### config.mk
export PLATFORM = sky130hd
export DESIGN_NAME = cic_decimator
export DESIGN_NICKNAME = d
export VERILOG_FILES = /design/src/rtl/cic_pkg.sv /design/src/rtl/cic_rate_div.sv /design/src/rtl/cic_integ_chain.sv /design/src/rtl/cic_comb_chain.sv /design/src/rtl/cic_decimator.sv
export SDC_FILE = /design/constraint.sdc
export NUM_CORES = 2
export LEC_CHECK = 0
export BUFFER_PORTS_ARGS = -buffer_cell sky130_fd_sc_hd__buf_2
export CORE_MARGIN = 10
export CORE_UTILIZATION = 66
export DETAILED_ROUTE_END_ITERATION = 8
export PLACE_DENSITY = 0.88
export SLEW_MARGIN = 20
export SYNTH_ARGS = -nofsm -noshare
export SYNTH_HDL_FRONTEND = slang
export SYNTH_SLANG_ARGS = --single-unit
### constraint.sdc
create_clock -name clk_i -period 17 [get_ports clk_i]
set_clock_uncertainty 0.1 [all_clocks]
set_input_delay 3.4 -clock clk_i [delete_from_list [all_inputs] [get_ports clk_i]]
set_output_delay 3.4 -clock clk_i [all_outputs]
set_load 0.005 [all_outputs]
### src/rtl/cic_pkg.sv
package cic_pkg;

  function automatic int unsigned acc_width(input int unsigned in_w,
                                            input int unsigned n_max,
                                            input int unsigned rate_w);
    return in_w + n_max * rate_w;
  endfunction

  // requested order clamped to 1..n_max
  function automatic int unsigned eff_order(input int unsigned req,
                                            input int unsigned n_max);
    if (req == 0) return 1;
    if (req > n_max) return n_max;
    return req;
  endfunction

endpackage

### src/rtl/cic_rate_div.sv
module cic_rate_div #(
  parameter int RATE_W = 10
) (
  input  logic              clk_i,
  input  logic              rst_ni,
  input  logic              run_i,
  input  logic [RATE_W-1:0] last_i,
  output logic              tick_o
);

  logic [RATE_W-1:0] cnt_q;

  assign tick_o = run_i && (cnt_q == last_i);

  always_ff @(posedge clk_i or negedge rst_ni) begin
    if (!rst_ni)      cnt_q <= '0;
    else if (tick_o)  cnt_q <= '0;
    else if (run_i)   cnt_q <= cnt_q + 1'b1;
  end

  // counter never passes the programmed limit
  a_r3_cnt_bound: assert property (@(posedge clk_i) disable iff (!rst_ni)
    cnt_q <= last_i);

  // ticks are spaced when R > 1
  a_r3_tick_gap: assert property (@(posedge clk_i) disable iff (!rst_ni)
    (tick_o && last_i != '0) |=> !tick_o);

endmodule

### src/rtl/cic_integ_chain.sv
module cic_integ_chain #(
  parameter int IN_W  = 16,
  parameter int ACC_W = 66,
  parameter int N_MAX = 5
) (
  input  logic                    clk_i,
  input  logic                    rst_ni,
  input  logic                    run_i,
  input  logic [N_MAX-1:0]        en_i,
  input  logic [IN_W-1:0]         x_i,
  output logic signed [ACC_W-1:0] y_o
);

  logic signed [ACC_W-1:0] acc_q [N_MAX];
  logic signed [ACC_W-1:0] tap   [N_MAX+1];

  assign tap[0] = {{(ACC_W-IN_W){x_i[IN_W-1]}}, x_i};

  for (genvar k = 0; k < N_MAX; k++) begin : g_int
    always_ff @(posedge clk_i or negedge rst_ni) begin
      if (!rst_ni)                 acc_q[k] <= '0;
      else if (run_i && en_i[k])   acc_q[k] <= acc_q[k] + tap[k];  // wraps mod 2^ACC_W
    end
    assign tap[k+1] = en_i[k] ? acc_q[k] : tap[k];

    // an idle integrator holds no state
    a_r5_idle_integ_zero: assert property (@(posedge clk_i) disable iff (!rst_ni)
      !en_i[k] |-> acc_q[k] == '0);
  end

  assign y_o = tap[N_MAX];

endmodule

### src/rtl/cic_comb_chain.sv
module cic_comb_chain #(
  parameter int ACC_W = 66,
  parameter int N_MAX = 5
) (
  input  logic                    clk_i,
  input  logic                    rst_ni,
  input  logic                    tick_i,
  input  logic [N_MAX-1:0]        en_i,
  input  logic signed [ACC_W-1:0] d_i,
  output logic signed [ACC_W-1:0] y_o
);

  logic signed [ACC_W-1:0] dly_q [N_MAX];
  logic signed [ACC_W-1:0] stg   [N_MAX+1];

  assign stg[0] = d_i;

  for (genvar k = 0; k < N_MAX; k++) begin : g_comb
    always_ff @(posedge clk_i or negedge rst_ni) begin
      if (!rst_ni)                dly_q[k] <= '0;
      else if (tick_i && en_i[k]) dly_q[k] <= stg[k];
    end
    assign stg[k+1] = en_i[k] ? (stg[k] - dly_q[k]) : stg[k];

    // an idle comb delay holds no state
    a_r5_idle_comb_zero: assert property (@(posedge clk_i) disable iff (!rst_ni)
      !en_i[k] |-> dly_q[k] == '0);
  end

  assign y_o = stg[N_MAX];

endmodule

### src/rtl/cic_decimator.sv
module cic_decimator #(
  parameter int IN_W   = 16,
  parameter int OUT_W  = 24,
  parameter int N_MAX  = 5,
  parameter int RATE_W = 10,
  parameter int ORD_W  = 3
) (
  input  logic              clk_i,
  input  logic              rst_ni,
  input  logic [IN_W-1:0]   sample_i,
  input  logic [RATE_W-1:0] rate_i,
  input  logic [ORD_W-1:0]  stages_i,
  input  logic              bypass_i,
  output logic [OUT_W-1:0]  data_o,
  output logic              valid_o
);

  localparam int ACC_W = cic_pkg::acc_width(IN_W, N_MAX, RATE_W);
  localparam int PAD_W = OUT_W - IN_W;

  logic              load_q;
  logic [RATE_W-1:0] rate_q;
  logic [ORD_W-1:0]  ord_q;
  logic              byp_q;
  logic              run;

  // settings captured on the first edge after reset release, frozen after
  always_ff @(posedge clk_i or negedge rst_ni) begin
    if (!rst_ni) begin
      load_q <= 1'b1;
      rate_q <= '0;
      ord_q  <= '0;
      byp_q  <= 1'b0;
    end else begin
      load_q <= 1'b0;
      if (load_q) begin
        rate_q <= rate_i;
        ord_q  <= stages_i;
        byp_q  <= bypass_i;
      end
    end
  end

  assign run = !load_q;

  int unsigned ord_n;
  always_comb ord_n = cic_pkg::eff_order(int'(ord_q), N_MAX);

  logic [N_MAX-1:0] stg_en;
  for (genvar k = 0; k < N_MAX; k++) begin : g_en
    assign stg_en[k] = !byp_q && (ord_n > k);
  end

  logic [IN_W-1:0] x_q;
  always_ff @(posedge clk_i or negedge rst_ni) begin
    if (!rst_ni)  x_q <= '0;
    else if (run) x_q <= sample_i;
  end

  logic                    tick;
  logic signed [ACC_W-1:0] int_y;
  logic signed [ACC_W-1:0] comb_y;

  cic_rate_div #(.RATE_W(RATE_W)) u_div (
    .clk_i  (clk_i),
    .rst_ni (rst_ni),
    .run_i  (run && !byp_q),
    .last_i (rate_q),
    .tick_o (tick)
  );

  cic_integ_chain #(.IN_W(IN_W), .ACC_W(ACC_W), .N_MAX(N_MAX)) u_int (
    .clk_i  (clk_i),
    .rst_ni (rst_ni),
    .run_i  (run),
    .en_i   (stg_en),
    .x_i    (x_q),
    .y_o    (int_y)
  );

  cic_comb_chain #(.ACC_W(ACC_W), .N_MAX(N_MAX)) u_comb (
    .clk_i  (clk_i),
    .rst_ni (rst_ni),
    .tick_i (tick),
    .en_i   (stg_en),
    .d_i    (int_y),
    .y_o    (comb_y)
  );

  always_ff @(posedge clk_i or negedge rst_ni) begin
    if (!rst_ni) begin
      data_o  <= '0;
      valid_o <= 1'b0;
    end else if (!run) begin
      valid_o <= 1'b0;
    end else if (byp_q) begin
      data_o  <= {sample_i, {PAD_W{1'b0}}};
      valid_o <= 1'b1;
    end else begin
      valid_o <= tick;
      if (tick) data_o <= comb_y[ACC_W-1 -: OUT_W];
    end
  end

  // each decimated result is flagged for one cycle only
  a_r4_valid_single: assert property (@(posedge clk_i) disable iff (!rst_ni)
    (valid_o && !byp_q && rate_q != '0) |=> !valid_o);

  // a divider tick always yields a flagged result
  a_r4_tick_to_valid: assert property (@(posedge clk_i) disable iff (!rst_ni)
    (tick && !byp_q) |=> valid_o);

  // bypass streams a result every cycle
  a_r6_bypass_stream: assert property (@(posedge clk_i) disable iff (!rst_ni)
    (run && byp_q) |=> valid_o);

  // nothing is flagged before the datapath runs
  a_r1_quiet_at_start: assert property (@(posedge clk_i) disable iff (!rst_ni)
    load_q |=> !valid_o);

endmodule

# Yosys cells after proc, flatten, opt, wreduce, memory -nomap -nowiden
# Index checks and enable logic that the tools add are counted.
[totals] register_bits=726 in_bits=32 out_inout_bits=25 word_cells=83
[classes] n_addsub=11 magnitude_cmp=6 n_eq_ne=1 mux=23 bitwise=1 reduce_logical=23
[ops] op="$mux W66" count=10
[ops] op="$sub A66 B66 Y66" count=5
[ops] op="$add A66 B66 Y66" count=4
[ops] op="$add A66 B16 Y66" count=1
[ops] op="$gt A32 B1 Y1 const B" count=2
[ops] op="$gt A32 B2 Y1 const B" count=2
[ops] op="$mux W32" count=2
[ops] op="$mux W24" count=2
[ops] op="$gt A32 B3 Y1 const B" count=1
[ops] op="$mux W10" count=2
[ops] op="$logic_and A1 B1 Y1" count=17
[ops] op="$add A10 B1 Y10 const B" count=1
[ops] op="$eq A10 B10 Y1" count=1
[ops] op="$mux W1" count=6
[ops] op="$reduce_bool A2 Y1" count=2
[ops] op="$gt A3 B3 Y1 const B" count=1
[ops] op="$logic_not A3 Y1" count=1
[ops] op="$mux W3" count=1
[ops] op="$logic_not A1 Y1" count=2
[ops] op="$reduce_and A2 Y1" count=1
[ops] op="$not A1 Y1" count=1

# Logic depth before layout (Yosys ltp)
[depth] depth_word=24 ltp_mapped=76 mapped_depth_nobuf=72

# Modules after synthesis
# A second synthesis with hierarchy kept.
[unflattened] hier_cells=9461 hier_area_um2=74248.7
[modules_own_cells] module="cic_comb_chain" n_inst=1 cells_per_inst=5005 area_each_um2=37348.3 seq_area_each_um2=8257.9
[modules_own_cells] module="cic_integ_chain" n_inst=1 cells_per_inst=4210 area_each_um2=33857.5 seq_area_each_um2=8257.9
[modules_own_cells] module="cic_decimator" n_inst=1 cells_per_inst=189 area_each_um2=2428.6 seq_area_each_um2=1402.6
[modules_own_cells] module="cic_rate_div" n_inst=1 cells_per_inst=57 area_each_um2=614.3 seq_area_each_um2=250.2

# Worst setup path before layout
# No wires, ideal clock.
[synth_timing] path_type="register -> register" start="reg x_q[15]" end="reg data_o[23]" setup_ns=0.069 t_arrival_ns=13.125 required_ns=16.831 path_slack_ns=3.706 stages_incl_launch_ff=71 path_buffers=3 synth_period_minus_slack_ns=13.294 cell_sequence="dfrtp_1 > and2_1 > clkbuf_1 > clkbuf_1 > a21oi_1 > a21oi_1 > mux2_2 > mux2i_1 > o21ai_0 > ha_1 > and3_1 > a221o_1 > a21o_1 > nor2_1 > o21ai_0 > a31o_2 > xnor2_1 > nor2_1 > [... 35 more ...] > a21o_1 > a21o_1 > a22oi_1 > nand2b_1 > a21oi_1 > xnor2_1 > nand2_1 > nand2_1 > ha_1 > nand4_1 > or2_2 > o311a_1 > nor2_1 > a21oi_1 > o21ba_2 > xor2_1 > a211o_1 > nand3_1"
[synth_lines] item="from (decl)" line_no="cic_decimator.sv:54" source="logic [IN_W-1:0] x_q;"
[synth_lines] item="from (signal assigned)" line_no="cic_decimator.sv:57" source="else if (run) x_q <= sample_i;"
[synth_lines] item="to (signal assigned)" line_no="cic_decimator.sv:97" source="data_o <= {sample_i, {PAD_W{1'b0}}};"
[synth_lines] item="to (signal assigned)" line_no="cic_decimator.sv:101" source="if (tick) data_o <= comb_y[ACC_W-1 -: OUT_W];"
[synth_lines] item="to (decl)" line_no="cic_decimator.sv:14" source="output logic [OUT_W-1:0] data_o,"

==> impl_metrics.yaml <==
run_status:
  run_status: "completed"
global_route:
  grt_first_pass_wirelength_microns: 317000
  grt_pass1_vias: 60200
  grtUsageTotal: 0.331
  antenna_found_initial: 4
  grt_overflow: 0
  largest_net_degree_at_the_start_of_global_routing: 140
drt:
  route.antenna.remaining_nets: 0
  routed_wirelength_microns: 198000
  wl_per_cell_microns: 20.0
  drcViolationCount: 0
  met2WireLength_microns: 89000
  detail_route.iter0.violations: 6294
  highest-signal-layer: "met4"
  wl_met1_microns: 83100
  routed-via-count: 63200
  routed-wl-met3_microns: 15200
  detailedRoute.firstPassIterationCount: 6
  route.detailed.vias_per_inst: 6.38
floorplan:
  fp.dieW_microns: 339
  rows: 116
  core_area_sq_mm: 0.100
  start_util: 0.667
  num_io_pins: 57
  fp.dieH_microns: 339
  floorplan.die_area_sq_mm: 0.115
critical_path:
  crit_top_cell: "sky130_fd_sc_hd__a21oi_1"
  worst_setup_path_end_kind: "flop"
  cp-startpoint: "byp_q$_DFFE_PN0P_"
  timing.critical_path.arrival_ps: 16380
  critPathMaxFanout: 58
  critPathRequiredTime_ps: 17460
  max_stage_delay_ps: 650
  critPathSlowestCell: "sky130_fd_sc_hd__nor4_2"
  timing.rr.start: "byp_q$_DFFE_PN0P_"
  type_of_element_launching_the_critical_path: "flop"
  path_class: "reg2reg"
synth:
  synth_area_per_cell_sq_um: 7.76
  netlist_top_cells_count: "sky130_fd_sc_hd__nand2_1 (1114), sky130_fd_sc_hd__o21ai_0 (1014), sky130_fd_sc_hd__a21oi_1 (874)"
  netlist_instances: 8636
  synth_fp_nets: 9327
  synth_area_leader_cell: "sky130_fd_sc_hd__dfrtp_1"
  yosys-top-cells-area: "sky130_fd_sc_hd__dfrtp_1 (27%), sky130_fd_sc_hd__ha_1 (12%), sky130_fd_sc_hd__o21ai_0 (7.6%)"
  seq_cells_post_synth: 726
  yosysMostFrequentCell: "sky130_fd_sc_hd__nand2_1"
  ys_types: 113
  postSynth.asyncResetShare: 1.00
  post_synth_instance_area_sq_mm: 0.0670
  synth_top_area_frac: 0.271
  post_synth_edffs: 0
  ys_seq_area_frac: 0.271
  ys_warn_count: 0
  synth_ff_type: "sky130_fd_sc_hd__dfrtp_1"
timing:
  final-setup-viol-count: 0
  post-route-period-util: 0.936
  fin_tns_setup_ps: 0
  max_slew.worst_pin.slew_ps: 1110
  max_freq_ghz: 0.0628
  finalHoldViolCount: 0
  fin_crit_ps: 15920
  max-slew-margin-rel: 0.238
  finalMaxSlewViolations: 0
  rsz_0062_raised_after_global_routing: "false"
placement:
  dpl-instance-area_sq_mm: 0.0683
  gp_congestion: 1.01
  placement.io_buffers: 56
  place.detailed.hpwl_microns: 149000
hold_path:
  hold_class: "reg2reg"
  holdCritStartpoint: "data_o[5]$_DFFE_PN0P_"
job:
  max_cap_violations: 0
final_layout:
  layout.nets: 9181
  finalCoreUtilization: 0.710
  stdcell_area_sq_mm: 0.0713
  layout-drive-gt1-share: 0.0602
  layout-area-overhead-vs-synth_pct: 6.32
clock_tree:
  clock_tree.root_cell: "sky130_fd_sc_hd__clkbuf_16"
  cts_inserted_buffers: 87
  holdBufCountCts: 0
  h-tree-depth: 3
  cts_repair_resize_count: 0
  cts_tree: "yes"
  postCtsSetupBuffers: 0
  tritoncts_num_sinks: 726
  cts_max_path_buffers: 3
  clock_insertion_delay_worst_skew_ps: 680
  clk_pin_slew_ps: 60
through the flow:
step           setup WS, ps  hold WS, ps  cells
2_1_floorplan          3710          342   8636
6_report               1080          366   9915
4_1_cts                 652          366   9913
5_1_grt                45.9          390   9913
3_5_place_dp            764          353   9758
3_3_place_gp            944          352   9758
cells in the final DEF, fill, tap and decap left out, types with 76 or more instances in the layout:
cell | netlist | routed
sky130_fd_sc_hd__nand4_1 | 108 | 108
sky130_fd_sc_hd__o21a_1 | 86 | 86
sky130_fd_sc_hd__nand2_1 | 1114 | 1104
sky130_fd_sc_hd__a21o_1 | 400 | 400
sky130_fd_sc_hd__a21oi_1 | 874 | 874
sky130_fd_sc_hd__nor2_1 | 526 | 516
sky130_fd_sc_hd__nand2b_1 | 76 | 76
sky130_fd_sc_hd__ha_1 | 650 | 650
sky130_fd_sc_hd__mux2_2 | 124 | 124
sky130_fd_sc_hd__xor2_1 | 227 | 226
sky130_fd_sc_hd__dfrtp_1 | 725 | 723
sky130_fd_sc_hd__clkbuf_16 | 0 | 91
sky130_fd_sc_hd__inv_1 | 687 | 687
sky130_fd_sc_hd__o21ai_0 | 1014 | 1014
sky130_fd_sc_hd__mux2i_1 | 94 | 94
sky130_fd_sc_hd__nand3_1 | 105 | 105
sky130_fd_sc_hd__xnor2_1 | 340 | 340
sky130_fd_sc_hd__o21bai_1 | 120 | 120
final cells by class:
type                            count  area, sq um
Multi-Input combinational cell   6859        45100
Clock buffer                      129         2600
Antenna cell                        2         5.00
Inverter                          689         2590
Clock inverter                     26          307
Sequential cell                   726        18200
Tap cell                         1357         1700
Timing Repair Buffer              127          836
Fill cell                        8010        29200
path summary, 6_finish.rpt:
kind | end | slack, ps | depth (start not counted)
hold / removal | data_o[5]$_DFFE_PN0P_ | 370 | 2
hold reg to reg | data_o[5]$_DFFE_PN0P_ | 370 | 2
setup / recovery | data_o[3]$_DFFE_PN0P_ | 1080 | 64
min in group asynchronous | u_comb.dly_q[5]$_DFFE_PN0P_ | 2690 | 1
setup reg to reg | data_o[3]$_DFFE_PN0P_ | 1080 | 64
max in group asynchronous | u_int.acc_q[260]$_DFFE_PN0P_ | 11120 | 4
registers in the layout, summed over array words and instances, names as in the netlist:
register and cells:
data_o 24, u_int.acc_q 330, x_q 16, u_div.cnt_q 10, u_comb.dly_q 330, ord_q 3
byp_q 1, load_q 1, rate_q 10, valid_o 1
worst max-delay path, delay by kind of cell (launching register included):
family / cells / cell delay, ps
AND/OR/NAND/NOR: 16 / 3560
buffers and inverters: 3 / 690
XOR/XNOR: 5 / 1190
AO/OA/AOI/OAI: 33 / 7190
adder cells (fa/ha/maj): 5 / 1890
flip-flops: 1 / 450
multiplexers: 2 / 610
per-layer routing:
layer  global-route usage  vias to the layer above
met4                0.170                        0
met5                    0                        -
met3               0.0478                      533
met1                0.429                    29900
met2                0.534                     2609
li1                     -                    30200
logic make-up after synthesis:
group	after synthesis	share of synthesized area
simple gates	2336	0.155
fa+ha+maj	659	0.124
buf+inv	1051	0.0591
compound gates	3077	0.281
mux	218	0.0349
other cells	1	0.0000559
flops	726	0.271
xor+xnor	568	0.0744
Power is not shown: default switching activity piles up to over one toggle a cycle in this logic, so the estimate is an artifact.
